**config.mk**
```make
export PLATFORM = sky130hd
export DESIGN_NAME = bitband_bridge
export DESIGN_NICKNAME = d
export VERILOG_FILES = /design/src/rtl/bb_pkg.sv /design/src/rtl/bb_alias_decode.sv /design/src/rtl/bb_bit_merge.sv /design/src/rtl/bitband_bridge.sv
export SDC_FILE = /design/constraint.sdc
export NUM_CORES = 1
export LEC_CHECK = 0
export ABC_AREA = 1
export BUFFER_PORTS_ARGS = -buffer_cell sky130_fd_sc_hd__buf_4
export CORE_MARGIN = 3
export CORE_UTILIZATION = 45
export CTS_CLUSTER_DIAMETER = 40
export DETAILED_ROUTE_END_ITERATION = 8
export MAX_ROUTING_LAYER = met4
export PLACE_DENSITY = 0.83
export REMOVE_ABC_BUFFERS = 1
export SYNTH_ARGS = -nofsm -noshare
export SYNTH_HDL_FRONTEND = slang
export SYNTH_SLANG_ARGS = --single-unit
```
**constraint.sdc**
```tcl
create_clock -name clk -period 1.62 [get_ports clk]
set_clock_uncertainty 0.15 [all_clocks]
set_input_delay 0.162 -clock clk [delete_from_list [all_inputs] [get_ports clk]]
set_output_delay 0.162 -clock clk [all_outputs]
set_load 0.01 [all_outputs]
```
**src/rtl/bb_pkg.sv**
```systemverilog
package bb_pkg;
  localparam logic [1:0] SZ_BYTE = 2'd0;
  localparam logic [1:0] SZ_HALF = 2'd1;
  localparam logic [1:0] SZ_WORD = 2'd2;

  typedef enum logic [1:0] {
    ST_IDLE  = 2'd0,
    ST_TREQ  = 2'd1,
    ST_TWAIT = 2'd2,
    ST_RESP  = 2'd3
  } bb_state_e;

  function automatic logic [31:0] lane_mask(input logic [1:0] sz);
    case (sz)
      SZ_BYTE: lane_mask = 32'h0000_00FF;
      SZ_HALF: lane_mask = 32'h0000_FFFF;
      default: lane_mask = 32'hFFFF_FFFF;
    endcase
  endfunction
endpackage

```
**src/rtl/bb_alias_decode.sv**
```systemverilog
module bb_alias_decode
  import bb_pkg::*;
#(
  parameter logic [31:0] ALIAS_BASE   = 32'h2200_0000,
  parameter logic [31:0] TARGET_BASE  = 32'h2000_0000,
  parameter int          TARGET_BYTES = 1024
) (
  input  logic [31:0] addr,
  input  logic [1:0]  size,
  output logic        hit,
  output logic [31:0] tgt_addr,
  output logic [4:0]  bit_pos
);
  localparam logic [31:0] ALIAS_BYTES = 32'(TARGET_BYTES) * 32'd32;

  logic [31:0] off;
  logic [31:0] word_addr;
  logic [4:0]  bitn;

  always_comb begin
    off       = addr - ALIAS_BASE;
    hit       = off < ALIAS_BYTES;
    bitn      = off[6:2];
    word_addr = TARGET_BASE + {5'd0, off[31:7], 2'b00};
    case (size)
      SZ_BYTE: begin
        tgt_addr = word_addr + {30'd0, bitn[4:3]};
        bit_pos  = {2'b00, bitn[2:0]};
      end
      SZ_HALF: begin
        tgt_addr = word_addr + {30'd0, bitn[4], 1'b0};
        bit_pos  = {1'b0, bitn[3:0]};
      end
      default: begin
        tgt_addr = word_addr;
        bit_pos  = bitn;
      end
    endcase
  end
endmodule

```
**src/rtl/bb_bit_merge.sv**
```systemverilog
module bb_bit_merge
  import bb_pkg::*;
(
  input  logic [31:0] rdata,
  input  logic [1:0]  size,
  input  logic [4:0]  pos,
  input  logic        set,
  output logic        bit_val,
  output logic [31:0] wdata
);
  logic [31:0] sel;

  always_comb begin
    sel     = 32'd1 << pos;
    bit_val = rdata[pos];
    wdata   = (set ? (rdata | sel) : (rdata & ~sel)) & lane_mask(size);
  end
endmodule

```
**src/rtl/bitband_bridge.sv**
```systemverilog
module bitband_bridge
  import bb_pkg::*;
#(
  parameter logic [31:0] ALIAS_BASE   = 32'h2200_0000,
  parameter logic [31:0] TARGET_BASE  = 32'h2000_0000,
  parameter int          TARGET_BYTES = 1024,
  parameter int          WORD_ONLY    = 0
) (
  input  logic        clk,
  input  logic        rst_n,
  input  logic        m_req_valid,
  output logic        m_req_ready,
  input  logic [31:0] m_req_addr,
  input  logic        m_req_write,
  input  logic [1:0]  m_req_size,
  input  logic [31:0] m_req_wdata,
  output logic        m_rsp_valid,
  output logic [31:0] m_rsp_rdata,
  output logic        m_rsp_err,
  output logic        s_req_valid,
  input  logic        s_req_ready,
  output logic [31:0] s_req_addr,
  output logic        s_req_write,
  output logic [1:0]  s_req_size,
  output logic [31:0] s_req_wdata,
  output logic        s_lock,
  input  logic        s_rsp_valid,
  input  logic [31:0] s_rsp_rdata,
  input  logic        s_rsp_err
);
  bb_state_e   state_q;
  logic        alias_q, wr_q, set_q, phase_wr_q, err_q;
  logic [1:0]  size_q;
  logic [4:0]  pos_q;
  logic [31:0] taddr_q, wdata_q, rdata_q;

  logic        dec_hit;
  logic [31:0] dec_tgt;
  logic [4:0]  dec_pos;
  logic        mrg_bit;
  logic [31:0] mrg_wdata;
  logic        narrow_block;

  bb_alias_decode #(
    .ALIAS_BASE  (ALIAS_BASE),
    .TARGET_BASE (TARGET_BASE),
    .TARGET_BYTES(TARGET_BYTES)
  ) u_decode (
    .addr    (m_req_addr),
    .size    (m_req_size),
    .hit     (dec_hit),
    .tgt_addr(dec_tgt),
    .bit_pos (dec_pos)
  );

  bb_bit_merge u_merge (
    .rdata  (s_rsp_rdata),
    .size   (size_q),
    .pos    (pos_q),
    .set    (set_q),
    .bit_val(mrg_bit),
    .wdata  (mrg_wdata)
  );

  assign narrow_block = dec_hit && (WORD_ONLY != 0) && (m_req_size != SZ_WORD);

  always_ff @(posedge clk or negedge rst_n) begin
    if (!rst_n) begin
      state_q    <= ST_IDLE;
      alias_q    <= 1'b0;
      wr_q       <= 1'b0;
      set_q      <= 1'b0;
      phase_wr_q <= 1'b0;
      err_q      <= 1'b0;
      size_q     <= SZ_BYTE;
      pos_q      <= 5'd0;
      taddr_q    <= 32'd0;
      wdata_q    <= 32'd0;
      rdata_q    <= 32'd0;
    end else begin
      case (state_q)
        ST_IDLE: if (m_req_valid) begin
          alias_q <= dec_hit;
          wr_q    <= m_req_write;
          size_q  <= m_req_size;
          set_q   <= m_req_wdata[0];
          pos_q   <= dec_pos;
          if (dec_hit) begin
            taddr_q    <= dec_tgt;
            phase_wr_q <= 1'b0;
            wdata_q    <= 32'd0;
          end else begin
            taddr_q    <= m_req_addr;
            phase_wr_q <= m_req_write;
            wdata_q    <= m_req_wdata;
          end
          if (narrow_block) begin
            rdata_q <= 32'd0;
            err_q   <= 1'b1;
            state_q <= ST_RESP;
          end else begin
            state_q <= ST_TREQ;
          end
        end
        ST_TREQ: if (s_req_ready) state_q <= ST_TWAIT;
        ST_TWAIT: if (s_rsp_valid) begin
          if (alias_q && wr_q && !phase_wr_q && !s_rsp_err) begin
            phase_wr_q <= 1'b1;
            wdata_q    <= mrg_wdata;
            state_q    <= ST_TREQ;
          end else begin
            err_q   <= s_rsp_err;
            rdata_q <= !alias_q ? s_rsp_rdata :
                       (wr_q ? 32'd0 : {31'd0, mrg_bit});
            state_q <= ST_RESP;
          end
        end
        default: state_q <= ST_IDLE;
      endcase
    end
  end

  assign m_req_ready = (state_q == ST_IDLE);
  assign m_rsp_valid = (state_q == ST_RESP);
  assign m_rsp_rdata = rdata_q;
  assign m_rsp_err   = err_q;
  assign s_req_valid = (state_q == ST_TREQ);
  assign s_req_addr  = taddr_q;
  assign s_req_write = phase_wr_q;
  assign s_req_size  = size_q;
  assign s_req_wdata = wdata_q;
  assign s_lock      = alias_q && wr_q &&
                       ((state_q == ST_TREQ) || (state_q == ST_TWAIT));
endmodule

```
==> metrics, run 1 <==
type of the most critical hold path=in -> reg; first drt pass iteration count=9; share of the core filled with cells=0.875; share of synthesized cell area in and, or, nand and nor gates=0.239; arrival time of data at the critical path endpoint=2090 ps; CTS Root Cell=sky130_fd_sc_hd__clkbuf_16; distinct cell type count after synthesis=30; count of yosys warnings during synthesis=0; TritonCTS buffer count=9; Worst Path Max Fanout=6; Max Clock Freq=507 MHz; Die Ht=118 um; overall global routing resource usage=0.392; Synth area leaders=sky130_fd_sc_hd__dfrtp_1 (49%), sky130_fd_sc_hd__nand2_1 (12%), sky130_fd_sc_hd__nand3_1 (6.1%); count of pins on the block boundary=209; vias=7730; DRT iter0 DRCs=916; Met1 Routed Length=9690 um; number of port buffers=208; die outline width=118 um; Hold Vio Cnt, Final=0; area share of the leading cell type in the synthesized netlist=0.490; # diodes=0; nature of the critical path startpoint=register; final worst-path setup slack=-354 ps; top cells by count, synth=sky130_fd_sc_hd__nand2_1 (176), sky130_fd_sc_hd__dfrtp_1 (110), sky130_fd_sc_hd__nand3_1 (69); clock edge transition at the registers on the reported setup and hold paths=80 ps; final wirelength=29500 um; min Tclk post-route=1970 ps; GPL Wtd Cong=0.970; register bit count reported by yosys=110; via count of the first global-routing pass=7735; gate count of the mapped netlist=713; status=complete, but fails checks; count of nets after finishing=1197; static power due to leakage=5.08 nW; xor and xnor area share after synthesis=0.00156; setup violation total in the final timing report=109; maximum number of pins on one net before global-route repair=49; area taken by flip-flops and latches=2760 um^2; clock insertion delay at the later pin of the skew report=350 ps; fraction of layout cells with a size suffix above 1=0.430; area of the core=12100 um^2; Cell Area, Synth=5620 um^2; HPWL after detailed placement=14500 um; effective utilization at floorplan=0.464; dominant register cell in the synthesized netlist=sky130_fd_sc_hd__dfrtp_1; post-layout total power=20.8 mW; fin. max-slew vios=0; H-Tree Depth=3; max capacitance violation total=0; area of combinational cells with multiple inputs=3260 um^2; start-to-end type of the worst setup path=reg -> reg; uppermost metal layer occupied by signal nets=met4; post-synthesis adder-cell area fraction=0.0111; failing checks=DRC, setup timing; post-synthesis mux area share=0; layout filler cell count=554; wire per inst=23.4 um; portion of the post-synthesis area used by sequential elements=0.490; overall die area=13900 um^2; clock buffer depth=2; total non-filler cell area in the finished layout=10600 um^2; Pwr Density=1960 nW/um^2; number of antenna violations at the first check in global routing=0; ratio of final minimum period to clock period=1.22; number of vias per cell=6.13; number of remaining DRC errors=5; slew of the pin with the lowest slew margin=561 ps; data required time at the worst endpoint=1740 ps; most used standard cell by instance count after synthesis=sky130_fd_sc_hd__nand2_1; post-synthesis async set-or-reset flop share=1.00; compound-gate portion of the synthesized area=0.175; Post-DRT Antenna Nets=0; post-place instance area=7860 um^2; wire length of the first global-routing pass=41900 um; number of sinks driven by the clock tree=110; dominant combinational cell family by area after synthesis=simple AND/OR/NAND/NOR gates; Site Rows=40; slew margin rel.=0.625; growth of design area from synthesis to finish=88.7%; detailed route wirelength on metal2=14400 um; Worst VDD drop=1.06 mV; Yosys top cell by area=sky130_fd_sc_hd__dfrtp_1; EDFF count, synth=0; GRT overflow=0; average instance area after synthesis=7.88 um^2; CTS tree=done; setup repair after global routing missed its margin=yes; Met3 Wirelength=3160 um; endpoint type of the worst setup path=register
-- power by group --
group          switching (mW)  internal [mW]  total (mW)
clock network            1.06           1.40        2.45
logic                    6.81           6.21        13.0
registers                1.22           4.10        5.31
total                    9.09           11.7        20.8
-- through the flow --
stage,TNS (ps),hold WS [ps],setup slack (ps),cells
after global placement,-5840,-130,-147,1118
final,-16740,22.5,-354,1260
after global routing,-21980,31.0,-448,1260
after floorplan,-155020,-284,-2210,664
after CTS,-9670,2.35,-180,1253
after detailed placement,-11970,-129,-296,1118
-- cells by family (layout without fill, tap and decap cells) --
logic type,count (synthesis),after routing
compound gates,163,163
xor+xnor,1,1
fa+ha+maj,5,5
buf+inv,114,492
flops,110,110
simple gates,320,321
-- cell type report --
class,count,share of cell area
clock buffers,12,0.0233
clock inverters,4,0.00661
inverters,65,0.0244
multi-input cells,490,0.308
flip-flops and latches,110,0.260
well taps,168,0.0198
repair buffers,411,0.358
-- critical path: stages, from the launching register on --
cell and delay [ps]:
sky130_fd_sc_hd__dfrtp_2 480, sky130_fd_sc_hd__buf_4 150, sky130_fd_sc_hd__nand2_1 80, sky130_fd_sc_hd__nor3_2 230, sky130_fd_sc_hd__nand2_1 170, sky130_fd_sc_hd__o21ai_0 310, sky130_fd_sc_hd__nand3_1 160, sky130_fd_sc_hd__a31oi_1 170
-- layer usage --
layer | vias up | track usage
met5 | - | -
met4 | 0 | 0.235
met3 | 232 | 0.0812
met2 | 689 | 0.639
met1 | 3636 | 0.447
li1 | 3173 | -
-- repair_timing --
| item | CTS | global route |
|---|---|---|
| setup endpoints to repair | 106 | 114 |
| resized for setup | 154 | 116 |
| hold buffers | 90 | 0 |
| hold endpoints to repair | 205 | 0 |
| pin swaps | 9 | 18 |
| cloned | 14 | 3 |
| buffers inserted | 16 | 9 |
-- sequential cells by signal, indices dropped and copies added (netlist names) --
signal,flops
m_rsp_rdata,32
s_req_addr,32
s_req_wdata,32
pos_q,5
s_req_size,2
state_q,2
alias_q,1
m_rsp_err,1
s_req_write,1
set_q,1
wr_q,1
-- layout by cell type (no fill, tap or decap), types with 4 or more instances in the layout --
master / instances
sky130_fd_sc_hd__nand2_1: 134
sky130_fd_sc_hd__o21ai_1: 24
sky130_fd_sc_hd__nor2_4: 7
sky130_fd_sc_hd__o21ai_2: 18
sky130_fd_sc_hd__nand3_1: 64
sky130_fd_sc_hd__inv_1: 52
sky130_fd_sc_hd__nor2_2: 5
sky130_fd_sc_hd__buf_16: 11
sky130_fd_sc_hd__inv_2: 10
sky130_fd_sc_hd__nand2_2: 21
sky130_fd_sc_hd__nand2_4: 18
sky130_fd_sc_hd__dlygate4sd3_1: 90
sky130_fd_sc_hd__clkbuf_16: 11
sky130_fd_sc_hd__buf_4: 280
sky130_fd_sc_hd__nand3_2: 5
sky130_fd_sc_hd__nand2_8: 4
sky130_fd_sc_hd__nor2_1: 41
sky130_fd_sc_hd__o21ai_0: 23
sky130_fd_sc_hd__nor3_2: 4
sky130_fd_sc_hd__buf_6: 11
sky130_fd_sc_hd__a31oi_1: 32
sky130_fd_sc_hd__o211ai_1: 12
sky130_fd_sc_hd__a21oi_1: 17
sky130_fd_sc_hd__buf_12: 13
sky130_fd_sc_hd__dfrtp_1: 108
sky130_fd_sc_hd__nand4_1: 12
sky130_fd_sc_hd__o221ai_2: 8
sky130_fd_sc_hd__o31ai_4: 20
-- path summary, 6_finish.rpt --
check / cells after the start / from / slack (ps) / to
hold / removal: 3 / m_req_addr[5] / 20 / s_req_addr[5]
max in group asynchronous: 3 / rst_n / 700 / pos_q[0]
setup reg to reg: 7 / pos_q[1] / -350 / s_req_wdata[30]
hold reg to reg: 2 / s_req_addr[17] / 350 / s_req_addr[17]
setup / recovery: 7 / pos_q[1] / -350 / s_req_wdata[30]
min in group asynchronous: 2 / rst_n / 60 / s_req_wdata[1]
Note: power is estimated with default switching activity, not from simulation.
==> run 2, diff against run 1 <==
--- a/config.mk
+++ b/config.mk
@@ -5,7 +5,6 @@
 export SDC_FILE = /design/constraint.sdc
 export NUM_CORES = 1
 export LEC_CHECK = 0
-export ABC_AREA = 1
 export BUFFER_PORTS_ARGS = -buffer_cell sky130_fd_sc_hd__buf_4
 export CORE_MARGIN = 3
 export CORE_UTILIZATION = 45
==> run 2 against run 1 <==
Against the previous run:
- the flow finishes with violations (setup timing)
- area after synthesis decreased by 0.47%
- non-clock buffer count increased by 8
- critical endpoint is now s_req_wdata[7]
- cell count decreased by 7.4%
- first-iteration DRC count increased by 18%
==> metrics, run 2 <==
portion of the post-synthesis area used by sequential elements=0.493 (+0.00230); fraction of layout cells with a size suffix above 1=0.507 (+0.0766); endpoint type of the worst setup path=register; Synth area leaders=sky130_fd_sc_hd__dfrtp_1 (49%), sky130_fd_sc_hd__nand2_1 (7.2%), sky130_fd_sc_hd__a21oi_1 (6.4%); capture instance of the worst register-to-register path=s_req_wdata[7]; first drt pass iteration count=6 (-3); DRT iter0 DRCs=1081 (+18%); gate count of the mapped netlist=606 (-15%); growth of design area from synthesis to finish=90.6%; number of vias per cell=6.31 (+2.8%); register bit count reported by yosys=110 (unchanged); number of antenna violations at the first check in global routing=1 (+1); vias=7363 (-4.7%); count of yosys warnings during synthesis=0 (unchanged); GPL Wtd Cong=0.918 (-5.3%); EDFF count, synth=0 (unchanged); ratio of final minimum period to clock period=1.28 (+0.0601); top cells by count, synth=sky130_fd_sc_hd__dfrtp_1 (110), sky130_fd_sc_hd__nand2_1 (107), sky130_fd_sc_hd__a21oi_1 (71); CTS Root Cell=sky130_fd_sc_hd__clkbuf_16; nature of the critical path startpoint=register; slew margin rel.=0.670 (+0.0450); failing checks=setup timing; Int Pwr=12.0 mW (+2.1%); Reg2Reg Setup Slack=-450 ps (-100 ps); startpoint of the worst hold path=s_rsp_rdata[11]; start-to-end type of the worst setup path=reg -> reg; worst hold path stage count=4 (+1); Hold Vio Cnt, Final=0 (unchanged); area share of the leading cell type in the synthesized netlist=0.493 (+0.00230); most used standard cell by instance count after synthesis=sky130_fd_sc_hd__dfrtp_1; Yosys top cell by area=sky130_fd_sc_hd__dfrtp_1; dominant register cell in the synthesized netlist=sky130_fd_sc_hd__dfrtp_1; Sequential Power Share=0.260 (+0.004); average instance area after synthesis=9.22 um^2 (+17%); setup violation total in the final timing report=113 (+3.7%); HPWL after detailed placement=14100 um (-2.4%); overall global routing resource usage=0.359 (-0.0334); worst hold slack=84.8 ps (+62.2 ps); standard cell with the maximum stage delay on the critical path=sky130_fd_sc_hd__dfrtp_1; overall die area=13800 um^2 (-0.44%); Worst Path Max Fanout=8 (+2); area of the core=12100 um^2 (-0.41%); post-synthesis async set-or-reset flop share=1.00 (unchanged); clock insertion delay at the later pin of the skew report=380 ps (+30 ps); cell mode on critical path=sky130_fd_sc_hd__buf_6; clock buffer depth=2 (unchanged); type of the most critical hold path=in -> reg; count of pins on the block boundary=209 (unchanged); data required time at the worst endpoint=1740 ps (about the same); CTS tree=done; effective utilization at floorplan=0.463 (about the same); number of sinks driven by the clock tree=110 (unchanged); portion of total power attributed to the clock network=0.124 (+0.006); post-place setup slack=-621 ps (-325 ps); static power due to leakage=4.99 nW (-1.9%); combinational fraction of design power=0.616 (-0.010); number of remaining DRC errors=0 (-5); dominant delay contributor by cell family on the critical path=buffers and inverters; die outline width=117 um (-0.22%); number of buffer and inverter stages on the critical path=4 (+3); launch point of the worst reg-to-reg path=state_q[1]; final wirelength=31800 um (+7.8%); slew of the pin with the lowest slew margin=491 ps (-70.2 ps); worst-path cell chain=inv_2, ha_4, buf_6, nor2_4, a211oi_4, buf_6, clkbuf_16, nor2_1, a21oi_1; clock edge transition at the registers on the reported setup and hold paths=80 ps (about the same); fin. max-slew vios=0 (unchanged); TritonCTS buffer count=9 (unchanged); status=complete, but fails checks; Post-DRT Antenna Nets=0 (unchanged); maximum single-stage delay on the critical path=450 ps (-30 ps); arrival time of data at the critical path endpoint=2190 ps (+100 ps); min Tclk post-route=2070 ps (+97.4 ps); Cell Area, Synth=5590 um^2 (-0.47%); number of port buffers=208 (unchanged); R2R depth=9 (+2); count of nets after finishing=1103 (-7.9%); Switching Share=0.434 (-0.00353); Net Sw Power=9.15 mW (+0.65%); Max Clock Freq=483 MHz (-4.7%); distinct cell type count after synthesis=46 (+53%); layout filler cell count=467 (-16%); Worst VDD drop=1.12 mV (+5.4%); GRT overflow=0 (unchanged); sink of the worst hold path=m_rsp_rdata[11]; wire per inst=27.2 um (+16%); commonest non-fill, non-tap cells in the layout=sky130_fd_sc_hd__buf_4 (264), sky130_fd_sc_hd__dfrtp_1 (105), sky130_fd_sc_hd__dlygate4sd3_1 (99); setup repair after global routing missed its margin=yes; H-Tree Depth=3 (unchanged); max capacitance violation total=0 (unchanged); via count of the first global-routing pass=6767 (-13%); leading cell type in the layout, fill and taps excluded=sky130_fd_sc_hd__buf_4; final worst-path setup slack=-451 ps (-97.4 ps); maximum number of pins on one net before global-route repair=38 (-22%); Pwr Density=1980 nW/um^2 (+0.95%); Site Rows=40 (unchanged); Die Ht=117 um (-0.22%); wire length of the first global-routing pass=37600 um (-10%); setup TNS after final layout=-21840 ps (-5090 ps)
## run 2: cell types whose count changed in the layout (fill, tap and decap cells not counted), moves of 16 or more
cell	before	now
sky130_fd_sc_hd__a21oi_1	17	45
sky130_fd_sc_hd__a21oi_2	1	25
sky130_fd_sc_hd__a31oi_1	32	2
sky130_fd_sc_hd__buf_4	280	264
sky130_fd_sc_hd__inv_1	52	3
sky130_fd_sc_hd__mux2_4	0	21
sky130_fd_sc_hd__mux2i_1	0	25
sky130_fd_sc_hd__nand2_1	134	88
sky130_fd_sc_hd__nand3_1	64	16
sky130_fd_sc_hd__nor2_1	41	20
sky130_fd_sc_hd__nor2_2	5	23
sky130_fd_sc_hd__o31ai_4	20	1
## run 2: through the flow
stage | utilization | total power [mW] | cells | area [um^2]
2_1_floorplan | - | 8.48 | 563 | 5400
3_3_place_gp | 0.650 | 13.0 | 1008 | 7840
3_5_place_dp | 0.650 | 13.2 | 1008 | 7840
4_1_cts | 0.813 | 17.6 | 1145 | 9810
5_1_grt | 0.883 | 21.7 | 1167 | 10700
6_report | 0.883 | 21.1 | 1167 | 10700
## run 2: power groups by stage
stage,clock [mW],combinational (mW),sequential (mW)
final,2.62,13.0,5.48
after global routing,2.70,13.4,5.57
after CTS,2.52,10.0,5.08
after detailed placement,0,8.16,5.08
after global placement,0,7.96,5.01
after floorplan,0,2.87,5.61
## run 2: what timing repair did
item | in CTS | in global routing
gates resized for setup | 106 | 152
pin swaps | 12 | 26
setup endpoints to repair | 110 | 114
gates cloned | 6 | 16
hold buffers | 99 | 0
buffers inserted | 18 | 13
hold endpoints to repair | 214 | 0
## run 2: area by class of cell
type / instances / area, um^2 / share of cell area
Inverter: 9 / 38.8 / 0.00364
Sequential cell: 110 / 2760 / 0.259
Clock inverter: 6 / 92.6 / 0.00869
Multi-Input combinational cell: 444 / 3350 / 0.314
Antenna cell: 1 / 2.50 / 0.000235
Timing Repair Buffer: 419 / 3960 / 0.372
Clock buffer: 10 / 239 / 0.0224
Tap cell: 168 / 210 / 0.0197
## run 2: logic make-up after synthesis
group | Yosys count | share of synthesized area
AOI/OAI and AO/OA | 168 | 0.168
xor gates and xnor gates | 1 | 0.00157
adders and majority gates | 5 | 0.0112
buffers and inverters | 52 | 0.0398
DFF | 110 | 0.493
muxes | 60 | 0.121
and+or+nand+nor | 210 | 0.166
## run 2: routing by layer
metal / wire [um] / GRT usage / vias up
met5: 0 / - / -
met1: 10800 / 0.411 / 3477
li1: - / - / 2903
met2: 14600 / 0.607 / 729
met3: 3600 / 0.0868 / 254
met4: 2770 / 0.150 / 0
## run 2: worst register-to-register path: cells and delay by family (launching register included)
kind | cells | cell delay, ps
compound gates | 2 | 500
fa+ha+maj | 1 | 160
flops | 1 | 450
buf+inv | 4 | 610
simple gates | 2 | 80
## run 2: how the worst max path moves through the flow
| stage | start | endpoint | slack, ps | cells past startpoint |
|---|---|---|---|---|
| after floorplan | state_q[0] | s_req_wdata[0] | -3550 | 5 |
| after global placement | m_req_addr[25] | s_req_wdata[3] | -330 | 9 |
| after detailed placement | m_req_addr[25] | s_req_addr[4] | -620 | 9 |
| after CTS | pos_q[3] | s_req_wdata[14] | -170 | 8 |
| after global routing | pos_q[3] | s_req_wdata[13] | -500 | 7 |
| final | state_q[1] | s_req_wdata[7] | -450 | 9 |
==> run 3, diff against run 2 <==
==> constraint.sdc (replaced) <==
create_clock -name clk -period 1.62 [get_ports clk]
set_clock_uncertainty 0.15 [all_clocks]
set_input_delay 0.162 -clock clk [delete_from_list [all_inputs] [get_ports clk]]
set_output_delay 0.162 -clock clk [all_outputs]
set_load 0.02 [all_outputs]
==> run 3 against run 2 <==
Against the previous run:
- the run still ends with setup timing left
- sequential cell count is the same
- via count grew 4.0%
- worst setup slack lost 270 ps
- register-to-register slack lost 270 ps
- sequential share of layout area shrank 1.1 points
- combinational power grew 17%
- global-route usage shrank 0.16 points
- clock power is essentially flat
- highest routed layer unchanged
==> metrics, run 3 (synthesized netlist as in run 2, its figures left out) <==
number of remaining DRC errors=0 (unchanged); Site Rows=40 (unchanged); die outline width=117 um (unchanged); slew margin rel.=0.537 (-0.133); growth of design area from synthesis to finish=99.1%; dominant delay contributor by cell family on the critical path=multiplexers; first drt pass iteration count=6 (unchanged); area taken by flip-flops and latches=2760 um^2 (about the same); static power due to leakage=5.06 nW (+1.5%); failing checks=setup timing; Reg2Reg Setup Slack=-720 ps (-270 ps); number of port buffers=208 (unchanged); startpoint of the worst hold path=m_req_addr[25]; R2R depth=7 (-2); overall global routing resource usage=0.357 (-0.00165); layout filler cell count=367 (-21%); sink of the worst hold path=s_req_addr[25]; clock buffer depth=2 (unchanged); commonest non-fill, non-tap cells in the layout=sky130_fd_sc_hd__buf_4 (261), sky130_fd_sc_hd__dfrtp_1 (104), sky130_fd_sc_hd__dlygate4sd3_1 (99); ratio of final minimum period to clock period=1.44 (+0.166); GRT overflow=0 (unchanged); leading cell type in the layout, fill and taps excluded=sky130_fd_sc_hd__buf_4; type of the most critical hold path=in -> reg; number of placed instances, taps included=1008 (unchanged); arrival time of data at the critical path endpoint=2430 ps (+240 ps); max capacitance violation total=0 (unchanged); DRT iter0 DRCs=1064 (-1.6%); setup repair after global routing missed its margin=yes; setup violation total in the final timing report=110 (-2.7%); data required time at the worst endpoint=1710 ps (-30 ps); fraction of layout cells with a size suffix above 1=0.584 (+0.0770); Hold Vio Cnt, Final=0 (unchanged); clock edge transition at the registers on the reported setup and hold paths=90 ps (about the same); Post-DRT Antenna Nets=0 (unchanged); nature of the critical path startpoint=register; area of the core=12100 um^2 (unchanged); HPWL after detailed placement=14100 um (unchanged); count of nets after finishing=1105 (+0.18%); Worst Path Max Fanout=4 (-4); CTS tree=done; setup TNS after final layout=-21090 ps (+751 ps); wire per inst=28.9 um (+6.1%); start-to-end type of the worst setup path=reg -> reg; CTS Root Cell=sky130_fd_sc_hd__clkbuf_16; number of antenna violations at the first check in global routing=0 (-1); endpoint type of the worst setup path=register; GPL Wtd Cong=0.918 (unchanged); share of the core filled with cells=0.923 (+0.0393); launch point of the worst reg-to-reg path=pos_q[2]; worst-path cell chain=clkbuf_4, buf_4, nand3b_1, nor2_1, mux2i_1, a2bb2oi_1, a21oi_1; area of combinational cells with multiple inputs=3770 um^2 (+13%); worst hold path stage count=4 (unchanged); count of pins on the block boundary=209 (unchanged); slew of the pin with the lowest slew margin=675 ps (+184 ps); number of sinks driven by the clock tree=110 (unchanged); final wirelength=33800 um (+6.2%); number of vias per cell=6.55 (+3.9%); Worst VDD drop=1.20 mV (+7.2%); maximum single-stage delay on the critical path=620 ps (+170 ps); Pwr Density=2110 nW/um^2 (+6.4%); standard cell with the maximum stage delay on the critical path=sky130_fd_sc_hd__mux2i_1; Max Clock Freq=427 MHz (-11%); number of buffer and inverter stages on the critical path=2 (-2); TritonCTS buffer count=9 (unchanged); Die Ht=117 um (unchanged); via count of the first global-routing pass=6775 (+0.12%); fin. max-slew vios=0 (unchanged); capture instance of the worst register-to-register path=s_req_wdata[13]; effective utilization at floorplan=0.463 (unchanged); vias=7656 (+4.0%); final cell count without fillers=1168 (+0.086%); H-Tree Depth=3 (unchanged); overall die area=13800 um^2 (unchanged); maximum number of pins on one net before global-route repair=38 (unchanged); wire length of the first global-routing pass=37300 um (-0.77%); min Tclk post-route=2340 ps (+269 ps); # diodes=0 (-1); status=complete, but fails checks; clock insertion delay at the later pin of the skew report=380 ps (about the same); final worst-path setup slack=-720 ps (-269 ps)
[run 3: cell count changes in the layout (fill, tap and decap cells not counted), moves of 4 or more]
cell / before / now
sky130_fd_sc_hd__nor2_2: 23 / 13
sky130_fd_sc_hd__o21ai_0: 30 / 7
sky130_fd_sc_hd__mux2_4: 21 / 16
sky130_fd_sc_hd__buf_6: 22 / 26
sky130_fd_sc_hd__nand2_1: 88 / 57
sky130_fd_sc_hd__o21ai_2: 11 / 30
sky130_fd_sc_hd__nor2_4: 8 / 22
sky130_fd_sc_hd__nand2_4: 7 / 25
sky130_fd_sc_hd__a21oi_2: 25 / 35
sky130_fd_sc_hd__mux2_2: 7 / 12
sky130_fd_sc_hd__nand2_2: 11 / 24
sky130_fd_sc_hd__nor2_1: 20 / 16
sky130_fd_sc_hd__mux2i_1: 25 / 21
sky130_fd_sc_hd__a21oi_1: 45 / 33
[run 3: worst register-to-register path: cells and delay by family, from the launching register on]
| kind | cells | cell delay [ps] |
|---|---|---|
| mux | 1 | 620 |
| flops | 1 | 390 |
| compound gates | 2 | 390 |
| buf+inv | 2 | 340 |
| simple gates | 2 | 330 |
[run 3: worst max-delay path by stage]
stage,depth (start not counted),from,to
3_5_place_dp,9,m_req_addr[25],s_req_addr[4]
2_1_floorplan,5,state_q[0],s_req_wdata[0]
5_1_grt,7,pos_q[2],s_req_wdata[13]
6_report,7,pos_q[2],s_req_wdata[13]
4_1_cts,8,pos_q[3],s_req_wdata[14]
3_3_place_gp,9,m_req_addr[25],s_req_wdata[3]
[run 3: through the flow]
step / power (mW) / hold slack [ps] / setup slack, ps / area, um^2
3_3_place_gp: 14.0 / -37.2 / -329 / 7840
5_1_grt: 24.0 / 41.3 / -806 / 11100
2_1_floorplan: 9.43 / -284 / -3550 / 5400
4_1_cts: 18.5 / 4.89 / -169 / 9770
3_5_place_dp: 14.2 / -35.5 / -621 / 7840
6_report: 23.4 / 55.8 / -720 / 11100
[run 3: timing repair]
item | CTS | global route
hold endpoints to repair | 213 | 1
pin swaps | 13 | 64
gates resized for setup | 103 | 295
hold buffers | 98 | 1
cloned | 6 | 14
endpoints found under the setup margin | 110 | 114
setup buffers | 17 | 14
[run 3: area by class of cell]
| class | count | area share |
|---|---|---|
| Sequential cell | 110 | 0.248 |
| Timing Repair Buffer | 421 | 0.360 |
| Tap cell | 168 | 0.0189 |
| Inverter | 9 | 0.00416 |
| Multi-Input combinational cell | 444 | 0.339 |
| Clock buffer | 10 | 0.0215 |
| Clock inverter | 6 | 0.00832 |
[run 3: metal layers]
metal | routed length [um] | up-vias | global-route usage
met5 | 0 | - | -
li1 | - | 2907 | -
met2 | 15600 | 842 | 0.609
met4 | 3050 | 0 | 0.152
met3 | 4200 | 299 | 0.0887
met1 | 10900 | 3608 | 0.402
[run 3: power breakdown]
part           switching (mW)  internal (mW)  total, mW
logic                    8.21           6.95       15.2
registers                1.55           4.12       5.67
clock network            1.21           1.41       2.63
total                    11.0           12.5       23.4
